<file path="src/rtl/emb_tmr_pkg.sv">
package emb_tmr_pkg;

   localparam int WORD_W   = 32;
   localparam int CTRL_LSB = 22;
   localparam int STAT_LSB = 26;

   typedef enum logic [1:0] {
      SEL_CTRL = 2'd0,
      SEL_STAT = 2'd1,
      SEL_PIT  = 2'd2,
      SEL_VOID = 2'd3
   } tmr_sel_e;

   // Control word, bits 31:22 in this order
   typedef struct packed {
      logic [1:0] wd_per;
      logic [1:0] wd_rst;
      logic       wd_ie;
      logic       pit_ie;
      logic [1:0] fit_per;
      logic       fit_ie;
      logic       pit_auto;
   } tmr_ctrl_t;

   // Status word, bits 31:26 in this order
   typedef struct packed {
      logic       wd_arm;
      logic       wd_hit;
      logic [1:0] wd_rst;
      logic       pit_st;
      logic       fit_st;
   } tmr_stat_t;

endpackage

</file>
<file path="src/rtl/tmr_tb_edge.sv">
module tmr_tb_edge #(
   parameter int TB_W = 64,
   parameter int BIT0 = 9,
   parameter int STEP = 4
) (
   input  logic            clk,
   input  logic            rst_n,
   input  logic [TB_W-1:0] tb_val,
   input  logic [1:0]      sel,
   output logic            hit
);
   localparam int NSEL = 4;

   generate
      if (BIT0 < 0 || STEP < 1 || BIT0 + (NSEL-1)*STEP >= TB_W) begin : g_bad
         $error("tmr_tb_edge: selectable bits exceed the time-base width");
      end
   endgenerate

   logic [NSEL-1:0] cur, prev;
   logic            unused_tb;
   assign unused_tb = ^tb_val;

   generate
      for (genvar g = 0; g < NSEL; g++) begin : g_tap
         assign cur[g] = tb_val[BIT0 + g*STEP];
      end
   endgenerate

   always_ff @(posedge clk or negedge rst_n) begin
      if (!rst_n) prev <= '0;
      else        prev <= cur;
   end

   assign hit = cur[sel] & ~prev[sel];

   // one rising transition yields one event while the selection holds
   a_r8_hit_single: assert property (@(posedge clk) disable iff (!rst_n)
      (hit ##1 $stable(sel)) |-> !hit);

endmodule

</file>
<file path="src/rtl/tmr_pit_core.sv">
module tmr_pit_core #(
   parameter int CW = 32
) (
   input  logic          clk,
   input  logic          rst_n,
   input  logic          tick,
   input  logic          ld_we,
   input  logic [CW-1:0] ld_val,
   input  logic          ctl_we,
   input  logic          ie,
   input  logic          auto_on,
   input  logic          ie_next,
   input  logic          auto_next,
   output logic [CW-1:0] cnt,
   output logic          expire
);
   generate
      if (CW < 2 || CW > 32) begin : g_bad
         $error("tmr_pit_core: counter width must lie in 2..32");
      end
   endgenerate

   localparam logic [CW-1:0] ONE = CW'(1);

   logic [CW-1:0] reload_q;
   logic          run_q;
   logic          go_ld, go_ctl, go_again;

   assign go_ld    = (ld_val > ONE) && ie;
   assign go_ctl   = (reload_q > ONE) && ie_next && auto_next;
   assign go_again = (reload_q > ONE) && ie && auto_on;
   assign expire   = run_q && tick && (cnt == ONE) && !ld_we && !ctl_we;

   always_ff @(posedge clk or negedge rst_n) begin
      if (!rst_n) begin
         reload_q <= '0;
         cnt      <= '0;
         run_q    <= 1'b0;
      end else if (ld_we) begin
         reload_q <= ld_val;
         run_q    <= go_ld;
         cnt      <= go_ld ? ld_val : '0;
      end else if (ctl_we) begin
         if (!go_ctl) begin
            run_q <= 1'b0;
            cnt   <= '0;
         end else if (!run_q) begin
            run_q <= 1'b1;
            cnt   <= reload_q;
         end
      end else if (run_q && tick) begin
         if (cnt == ONE) begin
            run_q <= go_again;
            cnt   <= go_again ? reload_q : '0;
         end else begin
            cnt <= cnt - ONE;
         end
      end
   end

   // the count stays within the stored reload value
   a_r4_cnt_bound: assert property (@(posedge clk) disable iff (!rst_n)
      cnt <= reload_q);
   // running and a non-zero count go together
   a_r4_run_nonzero: assert property (@(posedge clk) disable iff (!rst_n)
      run_q == (cnt != '0));
   // an expiry leaves either the reload value or a stopped counter
   a_r6_after_expire: assert property (@(posedge clk) disable iff (!rst_n)
      expire |=> (cnt == $past(reload_q)) || (cnt == '0));

endmodule

</file>
<file path="src/rtl/tmr_wdt_stage.sv">
module tmr_wdt_stage (
   input  logic hit,
   input  logic arm,
   input  logic seen,
   output logic set_arm,
   output logic set_seen,
   output logic fire
);
   always_comb begin
      set_arm  = 1'b0;
      set_seen = 1'b0;
      fire     = 1'b0;
      if (hit) begin
         unique case ({arm, seen})
            2'b00, 2'b01: set_arm  = 1'b1;
            2'b10:        set_seen = 1'b1;
            default:      fire     = 1'b1;
         endcase
      end
   end
endmodule

</file>
<file path="src/rtl/emb_tmr_unit.sv">
module emb_tmr_unit #(
   parameter int TB_W     = 64,
   parameter int PIT_W    = 32,
   parameter int FIT_BIT0 = 9,
   parameter int WDT_BIT0 = 17,
   parameter int PER_STEP = 4
) (
   input  logic            clk,
   input  logic            rst_n,
   input  logic            tick,
   input  logic [TB_W-1:0] tb_val,
   input  logic            reg_we,
   input  logic [1:0]      reg_addr,
   input  logic [31:0]     reg_wdata,
   output logic [31:0]     reg_rdata,
   output logic            irq_pit,
   output logic            irq_fit,
   output logic            irq_wdt,
   output logic [1:0]      rst_req
);
   import emb_tmr_pkg::*;

   localparam int CTRL_W = $bits(tmr_ctrl_t);
   localparam int STAT_W = $bits(tmr_stat_t);

   generate
      if (CTRL_LSB + CTRL_W != WORD_W || STAT_LSB + STAT_W != WORD_W) begin : g_bad
         $error("emb_tmr_unit: register fields do not fill the top of the word");
      end
   endgenerate

   tmr_sel_e        sel;
   logic            wr_ctl, wr_stat, wr_pit;
   tmr_ctrl_t       ctrl_q, ctrl_new;
   tmr_stat_t       stat_q, stat_nx;
   logic [STAT_W-1:0] clr;
   logic [PIT_W-1:0]  pit_cnt;
   logic            pit_exp, fit_hit, wd_tick;
   logic            set_arm, set_seen, fire;

   assign sel      = tmr_sel_e'(reg_addr);
   assign wr_ctl   = reg_we && (sel == SEL_CTRL);
   assign wr_stat  = reg_we && (sel == SEL_STAT);
   assign wr_pit   = reg_we && (sel == SEL_PIT);
   assign ctrl_new = tmr_ctrl_t'(reg_wdata[WORD_W-1:CTRL_LSB]);
   assign clr      = wr_stat ? reg_wdata[WORD_W-1:STAT_LSB] : '0;

   tmr_pit_core #(.CW(PIT_W)) u_pit (
      .clk       (clk),
      .rst_n     (rst_n),
      .tick      (tick),
      .ld_we     (wr_pit),
      .ld_val    (reg_wdata[PIT_W-1:0]),
      .ctl_we    (wr_ctl),
      .ie        (ctrl_q.pit_ie),
      .auto_on   (ctrl_q.pit_auto),
      .ie_next   (ctrl_new.pit_ie),
      .auto_next (ctrl_new.pit_auto),
      .cnt       (pit_cnt),
      .expire    (pit_exp)
   );

   tmr_tb_edge #(.TB_W(TB_W), .BIT0(FIT_BIT0), .STEP(PER_STEP)) u_fit_edge (
      .clk    (clk),
      .rst_n  (rst_n),
      .tb_val (tb_val),
      .sel    (ctrl_q.fit_per),
      .hit    (fit_hit)
   );

   tmr_tb_edge #(.TB_W(TB_W), .BIT0(WDT_BIT0), .STEP(PER_STEP)) u_wdt_edge (
      .clk    (clk),
      .rst_n  (rst_n),
      .tb_val (tb_val),
      .sel    (ctrl_q.wd_per),
      .hit    (wd_tick)
   );

   tmr_wdt_stage u_wdt (
      .hit      (wd_tick),
      .arm      (stat_q.wd_arm),
      .seen     (stat_q.wd_hit),
      .set_arm  (set_arm),
      .set_seen (set_seen),
      .fire     (fire)
   );

   always_comb begin
      stat_nx = tmr_stat_t'(STAT_W'(stat_q) & ~clr);
      if (pit_exp)  stat_nx.pit_st = 1'b1;
      if (fit_hit)  stat_nx.fit_st = 1'b1;
      if (set_arm)  stat_nx.wd_arm = 1'b1;
      if (set_seen) stat_nx.wd_hit = 1'b1;
      if (fire)     stat_nx.wd_rst = ctrl_q.wd_rst;
   end

   always_ff @(posedge clk or negedge rst_n) begin
      if (!rst_n) begin
         ctrl_q  <= '0;
         stat_q  <= '0;
         irq_pit <= 1'b0;
         irq_fit <= 1'b0;
         irq_wdt <= 1'b0;
         rst_req <= 2'd0;
      end else begin
         if (wr_ctl) ctrl_q <= ctrl_new;
         stat_q <= stat_nx;
         if (pit_exp && ctrl_q.pit_ie)        irq_pit <= 1'b1;
         else if (wr_stat && reg_wdata[31])   irq_pit <= 1'b0;
         if (fit_hit && ctrl_q.fit_ie)        irq_fit <= 1'b1;
         else if (clr[0])                     irq_fit <= 1'b0;
         if (set_seen && ctrl_q.wd_ie)        irq_wdt <= 1'b1;
         else if (clr[4])                     irq_wdt <= 1'b0;
         rst_req <= fire ? ctrl_q.wd_rst : 2'd0;
      end
   end

   always_comb begin
      unique case (sel)
         SEL_CTRL: reg_rdata = {ctrl_q, {CTRL_LSB{1'b0}}};
         SEL_STAT: reg_rdata = {stat_q, {STAT_LSB{1'b0}}};
         SEL_PIT:  reg_rdata = 32'(pit_cnt);
         default:  reg_rdata = '0;
      endcase
   end

   // a reset request lasts a single cycle
   a_r10_rst_single: assert property (@(posedge clk) disable iff (!rst_n)
      (rst_req != 2'd0) |=> (rst_req == 2'd0));
   // a request agrees with the latched kind and both watchdog bits
   a_r10_rst_status: assert property (@(posedge clk) disable iff (!rst_n)
      (rst_req != 2'd0) |-> (stat_q.wd_arm && stat_q.wd_hit && stat_q.wd_rst == rst_req));
   // the interrupt-seen bit only rises once the watchdog was armed
   a_r9_seen_after_arm: assert property (@(posedge clk) disable iff (!rst_n)
      $rose(stat_q.wd_hit) |-> $past(stat_q.wd_arm));
   // the interval interrupt only rises with its status bit
   a_r5_pit_irq_status: assert property (@(posedge clk) disable iff (!rst_n)
      $rose(irq_pit) |-> stat_q.pit_st);
   // the fixed-period interrupt only rises with its status bit
   a_r8_fit_irq_status: assert property (@(posedge clk) disable iff (!rst_n)
      $rose(irq_fit) |-> stat_q.fit_st);
   // the watchdog interrupt only rises with the seen bit
   a_r9_wdt_irq_status: assert property (@(posedge clk) disable iff (!rst_n)
      $rose(irq_wdt) |-> stat_q.wd_hit);

endmodule

</file>
<file path="config.mk">
export PLATFORM = sky130hd
export DESIGN_NAME = emb_tmr_unit
export DESIGN_NICKNAME = d
export VERILOG_FILES = /design/src/rtl/emb_tmr_pkg.sv /design/src/rtl/tmr_tb_edge.sv /design/src/rtl/tmr_pit_core.sv /design/src/rtl/tmr_wdt_stage.sv /design/src/rtl/emb_tmr_unit.sv
export SDC_FILE = /design/constraint.sdc
export NUM_CORES = 1
export LEC_CHECK = 0
export ABC_AREA = 1
export BUFFER_PORTS_ARGS = -buffer_cell sky130_fd_sc_hd__buf_2
export CORE_MARGIN = 1
export CORE_UTILIZATION = 60
export DETAILED_ROUTE_END_ITERATION = 12
export PLACE_DENSITY = 0.88
export SETUP_SLACK_MARGIN = 0.1
export SLEW_MARGIN = 15
export SYNTH_ARGS = -nofsm -noshare
export SYNTH_HDL_FRONTEND = slang
export SYNTH_HIERARCHICAL = 1
export SYNTH_SLANG_ARGS = --single-unit
export TNS_END_PERCENT = 1
</file>
<file path="constraint.sdc">
create_clock -name clk -period 2.85 [get_ports clk]
set_input_delay 0.57 -clock clk [delete_from_list [all_inputs] [get_ports clk]]
set_output_delay 0.57 -clock clk [all_outputs]
set_load 0.005 [all_outputs]
</file>
==> results of run 1 <==
## power groups by stage
stage	sequential (mW)	combinational, mW	clock, mW
2_1_floorplan	2.01	1.20	0
3_3_place_gp	2.18	1.57	0
3_5_place_dp	2.19	1.61	0
4_1_cts	2.16	1.63	1.03
5_1_grt	2.23	1.89	1.09
6_report	2.18	1.66	1.02
## cells in the mapped netlist, types with 2 or more instances
cell	n
dfrtp_1	94
nand3b_1	16
nand3_1	71
ha_1	2
nand2_2	7
nand4_1	36
o21ai_0	39
a21oi_1	25
o21bai_1	2
xnor2_1	12
o21ai_1	10
xor2_1	2
inv_1	84
nor2_1	186
clkbuf_1	10
nand2_1	315
a21oi_2	3
buf_2	22
buf_4	2
nor2_2	19
buf_6	5
inv_2	15
nor2_4	5
nor3_1	4
## worst paths after layout
| kind | from | to | slack (ns) | cells past startpoint |
|---|---|---|---|---|
| worst max-delay path | u_pit/cnt[1] | u_pit/cnt[20] | 0.68 | 11 |
| worst min-delay path | rst_n | u_pit/cnt[10] | 0.17 | 1 |
| worst max register to register | u_pit/cnt[1] | u_pit/cnt[20] | 0.68 | 11 |
| worst min register to register | irq_wdt | irq_wdt | 0.47 | 2 |
| max in group asynchronous | rst_n | stat_q[0] | 2.02 | 2 |
| min in group clk | tb_val[9] | u_fit_edge/prev[0] | 0.32 | 1 |
## cell families (layout without fill, tap and decap cells)
| group | count (synthesis) | count (layout) | synth area share, % |
|---|---|---|---|
| flops | 94 | 94 | 36.9 |
| buf+inv | 140 | 209 | 9.39 |
| compound gates | 80 | 80 | 6.56 |
| fa+ha+maj | 2 | 2 | 0.393 |
| xor+xnor | 14 | 14 | 1.93 |
| simple gates | 662 | 662 | 44.8 |
## metal layers
layer  up-vias  GRT usage [%]
met1      3082           50.5
li1       3253              -
met4         0           10.4
met3        46           8.98
met2       423           52.1
met5         -              0
## state kept, by name, summed over array words and instances, names as in the netlist
signal / count
u_pit/run_q: 1
irq_fit: 1
irq_pit: 1
u_pit/cnt: 32
u_pit/reload_q: 32
irq_wdt: 1
rst_req: 2
u_wdt_edge/prev: 4
u_fit_edge/prev: 4
stat_q: 6
ctrl_q: 10
## metrics by stage
| step | area [sq um] | util, % | std cells |
|---|---|---|---|
| floorplan | 6370 | - | 992 |
| global placement | 6860 | 66.5 | 1184 |
| detailed placement | 6860 | 66.5 | 1184 |
| CTS | 7080 | 68.6 | 1197 |
| global route | 7080 | 68.6 | 1197 |
| finish | 7080 | 68.6 | 1197 |
## cells in the final DEF, fill, tap and decap left out
master,synthesis,layout
a21oi_2,3,3
nor2_2,19,20
xor2_1,2,2
inv_2,15,15
a21oi_1,25,25
nand3_1,71,71
nand3b_1,16,16
inv_1,84,84
nand2_4,1,1
buf_4,2,16
nor3_1,4,4
nand2_2,7,7
ha_1,2,2
nand3b_2,1,1
clkbuf_8,0,9
a31oi_1,1,1
o21ai_1,10,10
bufinv_16,0,3
nor2_1,186,184
xnor2_1,12,12
clkinv_1,1,1
nand4_1,36,36
o21bai_1,2,2
nor2_4,5,6
buf_2,22,79
nand2_1,315,315
nand3_2,1,1
clkinv_4,0,1
dfrtp_1,94,94
o21ai_0,39,39
buf_12,0,1
## worst max-delay path: cells and delay by family (launching register included)
family	cells	cell delay [ns]
and+or+nand+nor	8	1.15
adders and majority gates	1	0.30
buffers and inverters	2	0.17
DFF	1	0.45
## cell type report
cell class	count	area, sq um
tap	136	170
timing repair buffer	96	536
multi-input combinational	758	3430
fill	931	3240
sequential	94	2350
clock buffer	9	124
clock inverter	4	98.8
inverter	100	375
==> metrics.txt, run 1 <==
Period Utilization, post-route=76.3%; I/O pins=~140; layout cells sized above 1=~15%; diodes inserted=0; RSZ-0062 raised after global routing=no; Worst slew margin=58.3%; outcome=complete, no violations; placer congestion estimate=0.982; CP Capture Type=flip-flop; Comb power frac=34.1%; Static Leak=around 3.7 nW; wire per inst=15.3 um; post-DP HPWL=13.4 mm; total core area=10,300 sq um; Post-Route M1 WL=7.80 mm; switch share=40.8%; fmax=460 MHz; Max stage delay cell, worst path=dfrtp_1; vias post-DR=6,804; Clk network pwr share=a little over a fifth; Worst path most repeated cell=nand2_1; Synth Net Count=around 1,100; via/cell ratio=5.68; initial antenna violation count=0; highest routed layer=met4; critical path arrival=2.44 ns; Max Cap Viol=0; net load switching power=1.99 mW; synthesized netlist cell count=about 990; Root Driver=clkbuf_8; clk_skew=0.0120 ns; global-route wire length before repair=30.4 mm; CTS resizes=0; worst endpoint required time=a little over 3 ns; standard-cell rows=37; min Tclk post-route=2.17 ns; commonest register cell after synthesis=dfrtp_1; P&R area growth vs syn=11.2%; Cell Pwr Density=a little under 700 nW/um^2; Final WS setup=approximately 0.68 ns; main area contributors after synthesis=dfrtp_1, nand2_1, nor2_1; setup bufs post-CTS=0; Pre-Repair DR Iteration Count=6; Initial Util=about three fifths; clk buf depth=2; #FFs+latches synth=between 90 and 100; CTS tree=yes; Syn Std Cell Area=6370 sq um; met2 wire length=7.94 mm; hold_buf cts=0; worst-skew pair later-pin latency=0.37 ns; Fin. Hold Viols=0; Clock Pin Slew Worst Setup and Hold Paths=around 0.09 ns; Synth warnings=6; Yosys cell types=30; wire length on met3=~2.2 mm; TritonCTS Buffers=9; Total Routed Length=18.3 mm; total internal power=2.88 mW; register share of total power=44.8%; Post-synth EDFFs=0; Total Neg Setup Slack=0 ns; Worst Max-Slew Pin Slew=0.625 ns; critical setup path kind=reg2reg; DRT antenna net count=0; First DRT Iteration DRCs=879; peak supply drop=around 0.00035 V; max-slew violations=0; total global routing overflow=0; crit path cell chain=inv_1 -> ha_1 -> nand2_1 -> nor2_2 -> nand4_1 -> nor2_1 -> nand2_1 -> nand3_1 -> nand3_1 -> nand2_1 -> inv_1; Largest stage delay, worst path=~0.45 ns; die area=11,000 sq um; CP Max Fanout=6; largest net degree at the start of global routing=40; endpoints failing setup=0; Total GRT Usage=a little over a third; nets@finish=1,163; Async SR Flop Fraction=100%; drt drc=0; sequential fraction of the synthesis area=36.9%; clock sinks=94; Synth Area per Inst=6.42 sq um; Die W=105 um; final hold slack=0.175 ns; Vert. Die Dim=105 um; pre-CTS worst setup slack=0.422 ns; top cell type's share of synthesized area=~37%; crit path launch type=flip-flop; IO buf count=80; H-tree Lvls=3; total chip power=4.87 mW; leading area contributor after synthesis=dfrtp_1; worst hold path class=in2async; vias in the first global route=6,205
No activity file was read; power rests on OpenSTA's default activity.
==> run 2, diff against run 1 <==
Settings changed: ABC_AREA 1 to 0, CORE_UTILIZATION 60 to 48, PLACE_DENSITY 0.88 to 0.78.
Clock period 2.85 ns to 1.9 ns, I/O delays scaled along.
==> run 2 against run 1 <==
Net effect: the run now ends with negative setup slack left; die area increased by 1.1%; sequential power is 35% higher; synthesized cell count fell by 50%; worst setup slack lost 1.1 ns; final cell count shrank 28%; clock power is 37% higher; first-iteration DRC count is 52% lower; total power increased by 71%; via count down 23%; utilization grew 1.5 points; wire length shrank 9.7%; register-to-register slack worse by 1.1 ns; largest power group is now combinational logic.
==> metrics.txt, run 2 <==
outcome=finished with violations; violated checks=negative setup slack; most common cell after layout, fill and taps aside=buf_4; post-DP HPWL=11.6 mm (-13%); flop2flop setup slack=-0.38 ns (-1.06 ns); nets@finish=821 (-29%); Max Cap Viol=0 (unchanged); layout cells sized above 1=47.4% (+32 points); placer congestion estimate=0.882 (-10%); max-slew violations=0 (unchanged); worst-skew pair later-pin latency=0.38 ns (about the same); global-route wire length before repair=26.5 mm (-13%); main area contributors after synthesis=dfrtp_1, mux2_2, and2_1; Post-synth EDFFs=0 (unchanged); total global routing overflow=0 (unchanged); sequential fraction of the synthesis area=45.6% (+8.7 points); Worst slew margin=63.6% (+5.3 points); Vert. Die Dim=106 um (+0.57%); total chip power=8.31 mW (+71%); synthesized netlist cell count=495 (-50%); worst hold path class=in2reg; P&R area growth vs syn=41.2%; Setup crit end=irq_pit; Cell Pwr Density=1140 nW/um^2 (+66%); commonest register cell after synthesis=dfrtp_1; #FFs+latches synth=94 (unchanged); clk_skew=0.0120 ns (+0.0000437 ns); CTS tree=yes; vias in the first global route=5,367 (-14%); clock sinks=94 (unchanged); met3 Usage GRT=5.44% (-3.5 points); Die W=106 um (+0.57%); Initial Util=49.7% (-12 points); Period Utilization, post-route=120% (+44 points); Finished Layout Cells=858 (-28%); Static Leak=3.32 nW (-9.2%); leading area contributor after synthesis=dfrtp_1; critical path arrival=2.60 ns (+0.16 ns); CP Max Fanout=4 (-2); die area=11,200 sq um (+1.1%); drt drc=0 (unchanged); via/cell ratio=6.07 (+6.8%); wire per inst=19.3 um (+26%); count leader, synth=dfrtp_1; Final WS setup=-0.380 ns (-1.06 ns); I/O pins=139 (unchanged); crit path launch type=flip-flop; H-tree Lvls=3 (unchanged); vias post-DR=5,208 (-23%); largest net degree at the start of global routing=45 (+13%); fillers=770 (-17%); Reg2Reg Depth=8 (-3); IO buf count=80 (unchanged); r2r startpoint=u_pit/cnt[23]; fmax=439 MHz (-4.7%); endpoints failing setup=35 (+35); Root Driver=clkbuf_8; Total GRT Usage=30.6% (-4.5 points); CP Capture Type=flip-flop; RSZ-0062 raised after global routing=yes; standard-cell rows=37 (unchanged); commonest cells in the netlist=dfrtp_1, mux2_2, o21ai_0; Pre-Repair DR Iteration Count=6 (unchanged); clk buf depth=2 (unchanged); most crowded layer after global routing=met2; worst endpoint required time=2.22 ns (-0.89 ns); TritonCTS Buffers=9 (unchanged); critical setup path kind=reg2reg; Synth Area per Inst=10.4 sq um (+62%); First DRT Iteration DRCs=421 (-52%); initial antenna violation count=0 (unchanged); peak supply drop=0.000528 V (+52%); Synth Net Count=599 (-45%); grt met2 use=50.2% (-1.9 points); commonest non-fill, non-tap cells in the layout=buf_4, dfrtp_1, buf_2, mux2_2, and2_1; Fin. Hold Viols=0 (unchanged); reg2reg end=irq_pit; Yosys cell types=59 (+97%); top cell type's share of synthesized area=45.6% (+8.7 points); GR Util met1=40.0% (-10 points); diodes inserted=0 (unchanged); DRT antenna net count=0 (unchanged); min Tclk post-route=2.28 ns (+0.107 ns); Syn Std Cell Area=5150 sq um (-19%); Synth warnings=6 (unchanged); total core area=10,400 sq um (+0.45%); CP Launch Point=u_pit/cnt[23]; Clock Pin Slew Worst Setup and Hold Paths=0.10 ns (about the same); Async SR Flop Fraction=100% (unchanged); Worst Max-Slew Pin Slew=0.546 ns (-0.0783 ns); Total Routed Length=16.5 mm (-9.7%); placed cell count=837 (-29%); biggest regs=u_pit/cnt x32, u_pit/reload_q x32, ctrl_q x10
-- run 2: cell count changes after synthesis, moves of 26 or more --
cell / change
nand4_1: -30
nor4_1: +26
nor2_1: -164
nand3_1: -65
nand2_1: -287
inv_1: -76
and2_1: +29
mux2_2: +42
-- run 2: per-layer routing --
| layer | vias up | wire length [um] |
|---|---|---|
| met2 | 255 | 8200 |
| li1 | 2339 | - |
| met3 | 45 | 1160 |
| met4 | 0 | 350 |
| met1 | 2569 | 6840 |
| met5 | - | 0 |
-- run 2: logic make-up (layout without fill, tap and decap cells) --
kind of cell,after synthesis,in the layout,synth area share [%]
buffers and inverters,37,264,3.33
AO/OA/AOI/OAI,124,124,17.1
AND/OR/NAND/NOR,175,175,19.9
multiplexers,54,54,12.0
flip-flops,94,94,45.6
XOR/XNOR,9,9,1.53
adder cells (fa/ha/maj),2,2,0.485
-- run 2: layout make-up --
type	count	area [sq um]	share of cell area, %
Inverter	8	30.0	0.413
Timing Repair Buffer	240	1680	23.1
Tap cell	136	170	2.34
Clock inverter	6	70.1	0.963
Multi-Input combinational cell	364	2830	38.9
Clock buffer	10	138	1.89
Sequential cell	94	2350	32.3
-- run 2: stage by stage --
step / setup slack, ns / instance area, sq um / utilization, % / TNS, ns / hold slack [ns]
CTS: -0.287 / 7190 / 69.4 / -8.22 / 0.100
global route: -0.454 / 7280 / 70.2 / -12.40 / 0.0970
finish: -0.380 / 7280 / 70.2 / -8.97 / 0.111
detailed placement: -0.463 / 6850 / 66.1 / -11.79 / 0.399
global placement: -0.422 / 6850 / 66.1 / -11.55 / 0.391
floorplan: -0.421 / 5200 / - / -10.43 / 0.0844
-- run 2: worst min path at each step --
stage	to	startpoint	slack, ns	cells after the start
2_1_floorplan	ctrl_q[0]	rst_n	0.08	0
3_3_place_gp	u_fit_edge/prev[1]	rst_n	0.39	1
3_5_place_dp	ctrl_q[1]	rst_n	0.40	1
4_1_cts	u_wdt_edge/prev[3]	tb_val[29]	0.10	1
5_1_grt	u_wdt_edge/prev[3]	tb_val[29]	0.1	1
6_report	u_wdt_edge/prev[3]	tb_val[29]	0.11	1
-- run 2: what timing repair did --
action | in CTS | in global routing
setup endpoints to repair | 35 | 36
resized for setup | 18 | 19
hold buffers | 1 | 0
pin swaps | 7 | 6
hold endpoints to repair | 22 | 0
buffers inserted | 3 | 1
-- run 2: power by group --
| part | switching (mW) | internal (mW) |
|---|---|---|
| Sequential | 0.421 | 2.52 |
| Clock | 0.746 | 0.651 |
| Combinational | 1.89 | 2.08 |
| Total | 3.06 | 5.25 |
-- run 2: worst max-delay path, stage by stage (launching register included) --
cell and delay, ns:
dfrtp_1 0.43, buf_4 0.15, or4_4 0.55, nor4_4 0.19, buf_4 0.17, nand4b_1 0.16
nor4_4 0.29, buf_4 0.16, a22o_1 0.13
